--- src/rtl/fill_error_irq_pkg.sv ---
// Shared constants and types for the fill-error capture unit.
// Assumes a register address of function code above bit 7 and a 3-bit index.
package fill_error_irq_pkg;
    localparam int FUNC_LSB = 7;
    localparam int IDX_W    = 3;
    localparam int DATA_W   = 32;

    typedef enum logic [IDX_W-1:0] {
        IDX_ADDR_LO = 3'd0,
        IDX_ADDR_HI = 3'd1,
        IDX_SRCID   = 3'd2,
        IDX_IRQ_ACK = 3'd3,
        IDX_IRQ_EN  = 3'd4
    } reg_idx_e;

    typedef struct packed {
        logic [DATA_W-1:0] data;
        logic              err;
    } rsp_t;
endpackage

--- src/rtl/fill_error_capture.sv ---
// Capture stage: holds one pending fill error with its byte address and source ID.
// Assumes 'clear' and 'enable' come from the register interface; clear beats a capture.
module fill_error_capture #(
    parameter int LINE_W = 34,
    parameter int SRC_W  = 14,
    parameter int WORDS  = 16,
    localparam int BYTES_PER_LINE = WORDS * 4,
    localparam int ADDR_W = LINE_W + $clog2(BYTES_PER_LINE)
) (
    input  logic              clk,
    input  logic              rst_n,
    input  logic              evt_valid,
    input  logic [LINE_W-1:0] evt_line,
    input  logic [SRC_W-1:0]  evt_srcid,
    input  logic              evt_fill,
    input  logic              evt_proc_read,
    input  logic              enable,
    input  logic              clear,
    output logic              pending,
    output logic [ADDR_W-1:0] cap_addr,
    output logic [SRC_W-1:0]  cap_srcid,
    output logic              proc_err
);
    logic take;

    // Decide whether this cycle's event is recorded.
    always_comb begin
        take = evt_valid && evt_fill && !evt_proc_read && enable && !pending && !clear;
    end

    // Pending flag with clear priority, plus the processor-read error strobe.
    always_ff @(posedge clk) begin
        if (!rst_n) begin
            pending  <= 1'b0;
            proc_err <= 1'b0;
        end else begin
            proc_err <= evt_valid && evt_proc_read;
            if (clear)
                pending <= 1'b0;
            else if (take)
                pending <= 1'b1;
        end
    end

    // Address and source ID latch, loaded only on a capture.
    always_ff @(posedge clk) begin
        if (!rst_n) begin
            cap_addr  <= '0;
            cap_srcid <= '0;
        end else if (take) begin
            cap_addr  <= ADDR_W'(evt_line) * ADDR_W'(BYTES_PER_LINE);
            cap_srcid <= evt_srcid;
        end
    end
endmodule

--- src/rtl/fill_error_regif.sv ---
// Register window: decodes function code and index, answers each request one cycle later.
// Assumes single-beat accesses; the reserved address bits must be zero.
module fill_error_regif
    import fill_error_irq_pkg::*;
#(
    parameter int REG_AW    = 10,
    parameter int FUNC_CODE = 2,
    parameter int ADDR_W    = 40,
    parameter int SRC_W     = 14,
    localparam int FUNC_W   = REG_AW - FUNC_LSB,
    localparam int RSV_W    = FUNC_LSB - IDX_W
) (
    input  logic              clk,
    input  logic              rst_n,
    input  logic              req,
    input  logic              wr,
    input  logic [REG_AW-1:0] addr,
    input  logic [DATA_W-1:0] wdata,
    input  logic [ADDR_W-1:0] cap_addr,
    input  logic [SRC_W-1:0]  cap_srcid,
    output logic              rsp_valid,
    output logic [DATA_W-1:0] rsp_rdata,
    output logic              rsp_err,
    output logic              enable,
    output logic              clear
);
    logic             hit;
    logic [IDX_W-1:0] idx;
    logic [63:0]      addr64;
    logic             en_wr;
    rsp_t             nxt;

    // Split the address into function, reserved and index fields.
    always_comb begin
        hit    = (addr[REG_AW-1:FUNC_LSB] == FUNC_W'(FUNC_CODE)) &&
                 (addr[FUNC_LSB-1:IDX_W] == RSV_W'(0));
        idx    = addr[IDX_W-1:0];
        addr64 = 64'(cap_addr);
    end

    // Compute the response contents and the side effects of this request.
    always_comb begin
        nxt   = '{data: '0, err: 1'b0};
        en_wr = 1'b0;
        clear = 1'b0;
        if (!hit) begin
            nxt.err = 1'b1;
        end else if (wr) begin
            if (idx == IDX_IRQ_EN) en_wr = req;
            else                   nxt.err = 1'b1;
        end else begin
            case (idx)
                IDX_ADDR_LO: nxt.data = addr64[31:0];
                IDX_ADDR_HI: nxt.data = addr64[63:32];
                IDX_SRCID:   nxt.data = DATA_W'(cap_srcid);
                IDX_IRQ_ACK: clear = req;
                default:     nxt.err = 1'b1;
            endcase
        end
    end

    // Register the response and the interrupt enable.
    always_ff @(posedge clk) begin
        if (!rst_n) begin
            rsp_valid <= 1'b0;
            rsp_rdata <= '0;
            rsp_err   <= 1'b0;
            enable    <= 1'b0;
        end else begin
            rsp_valid <= req;
            if (req) begin
                rsp_rdata <= nxt.data;
                rsp_err   <= nxt.err;
            end
            if (en_wr)
                enable <= (wdata != '0);
        end
    end
endmodule

--- src/rtl/fill_error_irq.sv ---
// Top: fill-error capture with maskable interrupt and register window.
// Assumes events and register requests are synchronous to clk.
module fill_error_irq #(
    parameter int LINE_W    = 34,
    parameter int SRC_W     = 14,
    parameter int WORDS     = 16,
    parameter int REG_AW    = 10,
    parameter int FUNC_CODE = 2,
    localparam int ADDR_W   = LINE_W + $clog2(WORDS * 4)
) (
    input  logic              clk,
    input  logic              rst_n,
    input  logic              evt_valid_i,
    input  logic [LINE_W-1:0] evt_line_i,
    input  logic [SRC_W-1:0]  evt_srcid_i,
    input  logic              evt_fill_i,
    input  logic              evt_proc_read_i,
    input  logic              reg_req_i,
    input  logic              reg_wr_i,
    input  logic [REG_AW-1:0] reg_addr_i,
    input  logic [31:0]       reg_wdata_i,
    output logic              reg_rsp_valid_o,
    output logic [31:0]       reg_rdata_o,
    output logic              reg_err_o,
    output logic              proc_err_o,
    output logic              irq_o
);
    logic              pend_q;
    logic              en_q;
    logic              clr_w;
    logic [ADDR_W-1:0] cap_addr_w;
    logic [SRC_W-1:0]  cap_src_w;

    fill_error_capture #(.LINE_W(LINE_W), .SRC_W(SRC_W), .WORDS(WORDS)) cap_i (
        .clk(clk), .rst_n(rst_n),
        .evt_valid(evt_valid_i), .evt_line(evt_line_i), .evt_srcid(evt_srcid_i),
        .evt_fill(evt_fill_i), .evt_proc_read(evt_proc_read_i),
        .enable(en_q), .clear(clr_w),
        .pending(pend_q), .cap_addr(cap_addr_w), .cap_srcid(cap_src_w),
        .proc_err(proc_err_o)
    );

    fill_error_regif #(.REG_AW(REG_AW), .FUNC_CODE(FUNC_CODE), .ADDR_W(ADDR_W), .SRC_W(SRC_W)) reg_i (
        .clk(clk), .rst_n(rst_n),
        .req(reg_req_i), .wr(reg_wr_i), .addr(reg_addr_i), .wdata(reg_wdata_i),
        .cap_addr(cap_addr_w), .cap_srcid(cap_src_w),
        .rsp_valid(reg_rsp_valid_o), .rsp_rdata(reg_rdata_o), .rsp_err(reg_err_o),
        .enable(en_q), .clear(clr_w)
    );

    // Interrupt is visible only while an error waits and interrupts are enabled.
    always_comb begin
        irq_o = pend_q && en_q;
    end
endmodule

--- config.mk ---
export PLATFORM = sky130hd
export DESIGN_NAME = fill_error_irq
export DESIGN_NICKNAME = d
export VERILOG_FILES = /design/src/rtl/fill_error_irq_pkg.sv /design/src/rtl/fill_error_capture.sv /design/src/rtl/fill_error_regif.sv /design/src/rtl/fill_error_irq.sv
export SDC_FILE = /design/constraint.sdc
export NUM_CORES = 1
export LEC_CHECK = 0
export ABC_CLOCK_PERIOD_IN_PS = 3980
export BUFFER_PORTS_ARGS = -buffer_cell sky130_fd_sc_hd__clkbuf_2
export CORE_ASPECT_RATIO = 1.25
export CORE_MARGIN = 2
export CORE_UTILIZATION = 54
export CTS_BUF_LIST = sky130_fd_sc_hd__clkbuf_8
export DETAILED_ROUTE_END_ITERATION = 8
export GPL_TIMING_DRIVEN = 1
export MAX_ROUTING_LAYER = met4
export PLACE_DENSITY = 0.93
export SETUP_SLACK_MARGIN = 0.4
export SYNTH_ARGS = -nofsm -noshare
export SYNTH_HDL_FRONTEND = slang
export SYNTH_SLANG_ARGS = --single-unit
--- constraint.sdc ---
create_clock -name clk -period 3.98 [get_ports clk]
set_input_delay 0.398 -clock clk [delete_from_list [all_inputs] [get_ports clk]]
set_output_delay 0.398 -clock clk [all_outputs]
set_load 0.01 [all_outputs]
# Word level (Yosys, flattened, before mapping)
# Index checks and enable logic that the tools add are counted.
[totals]
ff_bits = 85
out_inout_bits = 36
[op_classes]
eq_ne = 5
mux = 13
n_bitwise = 1
reduce_logical = 16
[op_table]
columns = ["op", "n"]
rows = [
  ["32-bit case mux with 3 select lines", 1],
  ["32-bit two-way mux", 2],
  ["32-bit nonzero test", 1],
  ["1-bit two-way mux", 10],
  ["3-bit by 2-bit equality test with 1-bit output, second input constant", 3],
  ["1-bit logical AND", 8],
  ["4-bit zero test", 1],
  ["4-bit OR reduction", 1],
  ["3-bit by 1-bit equality test with 1-bit output, second input constant", 1],
  ["3-bit equality test, second input constant", 1],
  ["1-bit zero test", 3],
  ["3-bit zero test", 1],
  ["2-bit OR reduction", 1],
  ["1-bit NOT", 1],
]

# Depth between registers and ports, before layout
# Gate-level depths: netlist (run 1).
[depth]
depth_word = 6
ltp_mapped = 6

# Hierarchy
# A second synthesis (run 1) with hierarchy kept.
[hier_totals]
cells_unflattened = 421
hier_area_um2 = 3778.6
[by_module_without_submodules]
columns = ["module", "n_inst", "cells_each", "area_each_um2", "seq_area_each_um2"]
rows = [
  ["fill_error_capture", 1, 222, 2019.4, 1001.0],
  ["fill_error_regif", 1, 198, 1752.9, 700.7],
  ["fill_error_irq", 1, 1, 6.3, 0.0],
]

# Worst setup path after synthesis (run 1)
# Ideal clock, no wire load.
[synth_path]
path_kind = "input port to flip-flop"
from = "in reg_addr_i[4]"
to = "reg cap_i.cap_addr[28]"
setup_ns = 0.120
arrival_time_ns = 1.751
t_required_ns = 3.860
slack_ns = 2.109
stages = 6
path_cell_list = "or4_4 -> nor4b_2 -> nor2_1 -> buf_6 -> buf_6 -> mux2i_1"
[synth_between]
elab_chain_cells = 5
[synth_lines]
columns = ["item", "line_no", "text"]
rows = [
  ["start, declared", "fill_error_irq.sv:20", "input logic [REG_AW-1:0] reg_addr_i,"],
  ["4-bit zero test", "fill_error_regif.sv:36", "(addr[FUNC_LSB-1:IDX_W] == RSV_W'(0));"],
  ["1-bit logical AND", "fill_error_regif.sv:35", "hit = (addr[REG_AW-1:FUNC_LSB] == FUNC_W'(FUNC_CODE)) &&"],
  ["1-bit two-way mux", "fill_error_regif.sv:46", "if (!hit) begin"],
  ["1-bit zero test", "fill_error_capture.sv:28", "take = evt_valid && evt_fill && !evt_proc_read && enable && !pending && !clear;"],
  ["1-bit logical AND", "fill_error_capture.sv:28", ""],
  ["end signal, assigned", "fill_error_capture.sv:51", "cap_addr <= ADDR_W'(evt_line) * ADDR_W'(BYTES_PER_LINE);"],
  ["end, declared", "fill_error_capture.sv:20", "output logic [ADDR_W-1:0] cap_addr,"],
]
# No other way between the ends.
# A chain may end at the register's enable or synchronous reset.

# Worst setup path after layout (run 1)
[layout_path]
from = "in reg_req_i"
to = "reg cap_i.cap_addr[12]"
[layout_between]
elab_chain_cells = 5
[layout_lines]
columns = ["item", "line_no", "text"]
rows = [
  ["start, declared", "fill_error_irq.sv:18", "input logic reg_req_i,"],
  ["1-bit two-way mux", "fill_error_regif.sv:52", "case (idx)"],
  ["1-bit two-way mux", "fill_error_regif.sv:48", "end else if (wr) begin"],
  ["1-bit two-way mux", "fill_error_regif.sv:46", ""],
  ["1-bit zero test", "fill_error_capture.sv:28", ""],
  ["1-bit logical AND", "fill_error_capture.sv:28", ""],
]
# No other way between the ends.

==> results.json, run 1 <==
{
  "grt_usage_pct": 26.5,
  "ctsResizeCount": 0,
  "start_util_pct": 56.0,
  "rr_startpoint": "cap_i.pending",
  "grt_max_degree": 54,
  "hold_violations": 0,
  "synth.ff_latch_count": 85,
  "slew_headroom_pct": 23.6,
  "p_switching_mw": 0.354,
  "synth_top_cells_by_count": "nand2_1, dfxtp_1, mux2i_1",
  "vias": 3202,
  "wl_mm": 8.68,
  "p_int_mw": 1.16,
  "leakage_nw": 1.77,
  "antennaDiodeCount": 0,
  "peakVddDrop_mv": 0.227,
  "startpoint": "reg_req_i",
  "cts_tree": "done",
  "period_share_pct": 59.8,
  "synth.cell_area_um2": 3470,
  "worst_slack_ns": 1.60,
  "crit_chain": "clkbuf_2 > nor3b_2 > nor4b_2 > nor2_4 > buf_4 > mux2i_1",
  "synth_edf_count": 0,
  "critical_path.max_fanout": 31,
  "yosysWarnings": 0,
  "numCtsBuffers": 9,
  "cts.hold.buffers_added": 0,
  "post-cts-setup-buffers": 0,
  "cp.arrival_ns": 2.66,
  "die_h_um": 93.7,
  "grt-ovfl-total": 0,
  "skew_ns": 0.0114,
  "clockBufferDepth": 2,
  "criticalPathCategory": "input pin to flip-flop",
  "die_area_um2": 7100,
  "final.min_clock_period_ns": 2.38,
  "clockRootBuffer": "clkbuf_8",
  "yosys_most_used_dff": "dfxtp_1",
  "drt_iter0_drc": 256,
  "r2r_end": "cap_i.cap_addr[12]",
  "fin_tns_setup_ns": 0,
  "vias_per_cell": 5.29,
  "synth.avg_cell_area_um2": 8.82,
  "r2r_cells": 5,
  "rrSetupSlack_ns": 1.62,
  "cts.sinks": 85,
  "cp.required_ns": 4.26,
  "clkPwrFrac_pct": 36.4,
  "run_status": "complete, no violations",
  "seq_area_frac_synth_pct": 49.0,
  "netlist-cell-type-count": 29,
  "rows": 32,
  "max_stage_delay_ns": 0.85,
  "io_buffers": 132,
  "grt_pass1_wl_mm": 14.0,
  "pre_cts_slack_ns": 1.26,
  "hold_start": "evt_line_i[25]",
  "setup_violations": 0,
  "final-max-slew-violation-count": 0,
  "ant_nets": 0,
  "cp-end-kind": "flip-flop",
  "syn_inst": 394,
  "totalPowerFinal_mw": 1.51,
  "htreeDepth": 3,
  "synth_most_common_cell": "nand2_1",
  "power.density_nw_per_um2": 348,
  "hold_depth": 3,
  "grt_pass1_vias": 3088,
  "area_growth_pct": 25.1,
  "cap_violations": 0,
  "clk_latency_ns": 0.36,
  "syn_nets": 491,
  "rsz0062_at_grt": "no",
  "dp_hpwl_mm": 6.30,
  "drc": 0,
  "path_clk_slew_ns": 0.09,
  "yosys-top-cells-area": "dfxtp_1, mux2i_1, nand2_1, nand2b_1, a21oi_1",
  "die_x_um": 75.7,
  "wire_per_inst_um": 14.3,
  "min_to": "cap_i.cap_addr[31]",
  "timing.fmax_ghz": 0.420,
  "swShare_pct": 23.4,
  "cpMaxStageDelayCell": "nor2_4",
  "synth-async-reset-ratio_pct": 0,
  "comb_power_share_pct": 7.2,
  "worstSetupStartpointType": "input pin",
  "sequentialPowerShare_pct": 56.4,
  "ios": 133,
  "gp_congestion": 0.874,
  "first_pass_iters": 4,
  "core_area_um2": 6210,
  "max_slew.worst_pin.slew_ns": 1.14,
  "synth_largest_area_cell": "dfxtp_1",
  "hold_class": "input pin to flip-flop",
  "drive_above_1_share_pct": 30.2,
  "antenna_found_initial": 0,
  "synth.top_cell.area_share_pct": 49.0,
  "nFillCells": 462,
  "fin_nets": 612
}
per-layer routing:
layer  GRT usage [%]  up-vias  wire length (µm)
met1            31.2     1475              3520
met4            12.0        0               187
li1                -     1579                 -
met3            3.54       16               434
met2            44.0      132              4540
met5               -        -                 0
worst max path at each step:
stage | endpoint | slack [ns] | depth (start not counted)
2_1_floorplan | cap_i.cap_addr[28] | 2.11 | 6
3_3_place_gp | cap_i.cap_addr[11] | 1.38 | 6
3_5_place_dp | cap_i.cap_addr[9] | 1.26 | 6
4_1_cts | cap_i.cap_addr[9] | 1.61 | 5
5_1_grt | cap_i.cap_addr[12] | 1.44 | 6
6_report | cap_i.cap_addr[12] | 1.60 | 6
area by class of cell:
type,instances,area [µm²],share of cell area [%]
sequential,85,1700,39.2
multi-input combinational,280,1650,38.0
timing repair buffer,137,698,16.1
clock buffer,11,151,3.48
tap,85,106,2.45
clock inverter,5,27.5,0.633
inverter,2,7.51,0.173
flip-flops by register name (all words and copies together), names as in the netlist:
name             count
cap_i.cap_addr      34
cap_i.proc_err       1
reg_i.rsp_rdata     32
reg_i.enable         1
cap_i.pending        1
cap_i.cap_srcid     14
reg_i.rsp_err        1
reg_i.rsp_valid      1
cell usage in the layout, fill, tap and decap left out, types with 5 or more instances in the layout:
master and count:
a21oi_1 20, a22oi_1 6, buf_4 5, clkbuf_2 131, clkbuf_8 11, dfxtp_1 85
mux2i_1 56, nand2_1 111, nand2b_1 18, nand3_1 18, nor2_1 6, nor4_1 8
o21ai_0 15
critical path, delay by kind of cell:
| kind | cells | cell delay [ns] |
|---|---|---|
| and+or+nand+nor | 3 | 1.28 |
| buffers and inverters | 2 | 0.71 |
| muxes | 1 | 0.25 |
cell families after synthesis:
group,after synthesis,share of synthesized area [%]
AOI/OAI and AO/OA,45,7.24
buffers and inverters,29,4.00
DFF,85,49.0
muxes,56,16.1
and+or+nand+nor,179,23.7
through the flow:
stage / hold slack (ns) / util, % / cell area, µm² / std cells
3_3_place_gp: 0.435 / 67.1 / 4170 / 589
4_1_cts: 0.258 / 70.0 / 4350 / 605
2_1_floorplan: 0.434 / - / 3470 / 394
6_report: 0.261 / 70.0 / 4350 / 605
5_1_grt: 0.268 / 70.0 / 4350 / 605
3_5_place_dp: 0.448 / 67.1 / 4170 / 589
power groups by stage:
stage / Combinational, mW / Sequential [mW] / Clock (mW)
after floorplan: 0.0460 / 0.873 / 0
after global placement: 0.107 / 0.872 / 0
after detailed placement: 0.109 / 0.872 / 0
after CTS: 0.109 / 0.852 / 0.556
after global routing: 0.120 / 0.852 / 0.589
final: 0.109 / 0.852 / 0.549
No activity file was read; power rests on OpenSTA's default activity.
==> run 2, diff against run 1 <==
Settings changed: ABC_AREA from default to 1, ABC_CLOCK_PERIOD_IN_PS 3980 to 1900, CORE_UTILIZATION 54 to 47, PLACE_DENSITY 0.93 to 0.84.
Clock period 3.98 ns to 1.9 ns, I/O delays scaled along.
==> results.json, run 2 <==
{
  "run_status": "complete, no violations",
  "syn_nets": 687,
  "start_util_pct": 47.9,
  "grt_use_met3_pct": 4.81,
  "leakage_nw": 2.31,
  "die_area_um2": 9060,
  "rows": 37,
  "fin_cells": 807,
  "wire_per_inst_um": 13.0,
  "synth.ff_latch_count": 85,
  "worst_slack_ns": 0.463,
  "seq_area_um2": 1700,
  "core_area_um2": 8150,
  "drt_iter0_drc": 355,
  "reg_top3": "cap_i.cap_addr: 34 flops, reg_i.rsp_rdata: 32 flops, cap_i.cap_srcid: 14 flops",
  "skew_ns": 0.00847,
  "cp.arrival_ns": 1.68,
  "timing.fmax_ghz": 0.696,
  "vias": 4166,
  "critical_path.max_fanout": 48,
  "utilization_pct": 59.4,
  "area_growth_pct": 24.0,
  "first_pass_iters": 5,
  "grt-ovfl-total": 0,
  "hold_start": "evt_valid_i",
  "pre_cts_slack_ns": 0.290,
  "clockBufferDepth": 2,
  "layout.cells.most_common_list": "clkbuf_2, nand2_1, nand3_1, dfxtp_1, a21oi_1",
  "slew_headroom_pct": 51.7,
  "cts_tree": "done",
  "final-max-slew-violation-count": 0,
  "nFillCells": 768,
  "grt_max_degree": 98,
  "rsz0062_at_grt": "yes",
  "yosys_most_used_dff": "dfxtp_1",
  "synth-async-reset-ratio_pct": 0,
  "die_h_um": 106,
  "holdWs_ns": 0.0672,
  "clk_latency_ns": 0.35,
  "io_buffers": 132,
  "swShare_pct": 22.2,
  "worstSetupStartpointType": "flip-flop",
  "p_switching_mw": 0.761,
  "top_usage_layer": "met2",
  "htreeDepth": 3,
  "synth_top_cells_by_count": "nand2_1, nand3_1, dfxtp_1",
  "startpoint": "reg_i.enable",
  "hold_class": "input pin to flip-flop",
  "sequentialPowerShare_pct": 52.1,
  "synth_edf_count": 0,
  "largest_reg_flops": 34,
  "placed_cells": 791,
  "largest_register": "cap_i.cap_addr",
  "synth.top_cell.area_share_pct": 43.6,
  "cap_violations": 0,
  "totalPowerFinal_mw": 3.43,
  "p_int_mw": 2.67,
  "criticalPathCategory": "flip-flop to flip-flop",
  "fin_tns_setup_ns": 0,
  "comb_power_share_pct": 7.9,
  "use_met2_pct": 39.1,
  "setup_violations": 0,
  "drive_above_1_share_pct": 23.2,
  "netlist-cell-type-count": 18,
  "cts.hold.buffers_added": 0,
  "antenna_found_initial": 0,
  "ios": 133,
  "numCtsBuffers": 9,
  "dp_hpwl_mm": 7.30,
  "wl_mm": 10.5,
  "period_share_pct": 75.6,
  "yosysWarnings": 0,
  "max_slew.worst_pin.slew_ns": 0.725,
  "antennaDiodeCount": 0,
  "ant_nets": 0,
  "synth_largest_area_cell": "dfxtp_1",
  "clkPwrFrac_pct": 40.1,
  "gp_congestion": 0.858,
  "final.min_clock_period_ns": 1.44,
  "hold_violations": 0,
  "power.density_nw_per_um2": 708,
  "grt_usage_pct": 23.6,
  "cts.sinks": 85,
  "grt_pass1_vias": 3849,
  "multi_input_area_um2": 1760,
  "vias_per_cell": 5.16,
  "die_x_um": 85.5,
  "met1_usage_pct": 27.4,
  "grt_pass1_wl_mm": 16.8,
  "seq_area_frac_synth_pct": 43.6,
  "fin_nets": 803,
  "cp.required_ns": 2.14,
  "dpl_cell_area_um2": 4610,
  "peakVddDrop_mv": 0.554,
  "cp-end-kind": "flip-flop",
  "syn_inst": 590,
  "synth.avg_cell_area_um2": 6.62,
  "rr_startpoint": "reg_i.enable",
  "synth_most_common_cell": "nand2_1",
  "yosys-top-cells-area": "dfxtp_1, nand2_1, nand3_1, a21oi_1, nor2_1",
  "fin_area_um2": 4840,
  "path_clk_slew_ns": 0.08,
  "clockRootBuffer": "clkbuf_8",
  "synth.cell_area_um2": 3910,
  "final_common_cell": "clkbuf_2",
  "drc": 0
}
run 2: cells by family after synthesis:
group / Yosys count / share of synthesized area (%)
AOI/OAI and AO/OA: 89 / 11.4
buffers and inverters: 107 / 11.4
DFF: 85 / 43.6
and+or+nand+nor: 309 / 33.6
run 2: power by group through the flow:
| stage | Clock, mW | Sequential, mW | Combinational, mW |
|---|---|---|---|
| final | 1.37 | 1.78 | 0.270 |
| after global routing | 1.47 | 1.78 | 0.303 |
| after CTS | 1.40 | 1.78 | 0.270 |
| after detailed placement | 0 | 1.83 | 0.268 |
| after global placement | 0 | 1.83 | 0.261 |
| after floorplan | 0 | 1.83 | 0.119 |
run 2: path summary, 6_finish.rpt:
check	slack [ns]	depth (start not counted)	endpoint
max	0.46	6	cap_i.cap_srcid[2]
min	0.07	3	cap_i.proc_err
max reg2reg	0.46	6	cap_i.cap_srcid[2]
min reg2reg	0.46	2	reg_i.rsp_rdata[16]
run 2: metal layers:
metal,up-vias,routed length (µm)
met4,0,242
met5,-,0
met2,197,5200
li1,2104,-
met1,1842,4270
met3,23,743
run 2: critical path, stage by stage, from the launching register on:
cell and delay, ns:
dfxtp_1 0.34, inv_2 0.06, nor3_4 0.29, buf_6 0.38
nand3_1 0.12, nand2_1 0.10, nor2_1 0.04
run 2: what timing repair did:
action | CTS | global route
endpoints found under the setup margin | 0 | 4
gates resized for setup | 0 | 1
setup buffers | 0 | 0
run 2: final cells by class:
cell class | count | area share, %
Inverter | 67 | 5.19
Multi-Input combinational cell | 398 | 36.4
Tap cell | 97 | 2.51
Clock inverter | 5 | 1.58
Sequential cell | 85 | 35.1
Timing Repair Buffer | 145 | 16.4
Clock buffer | 10 | 2.84
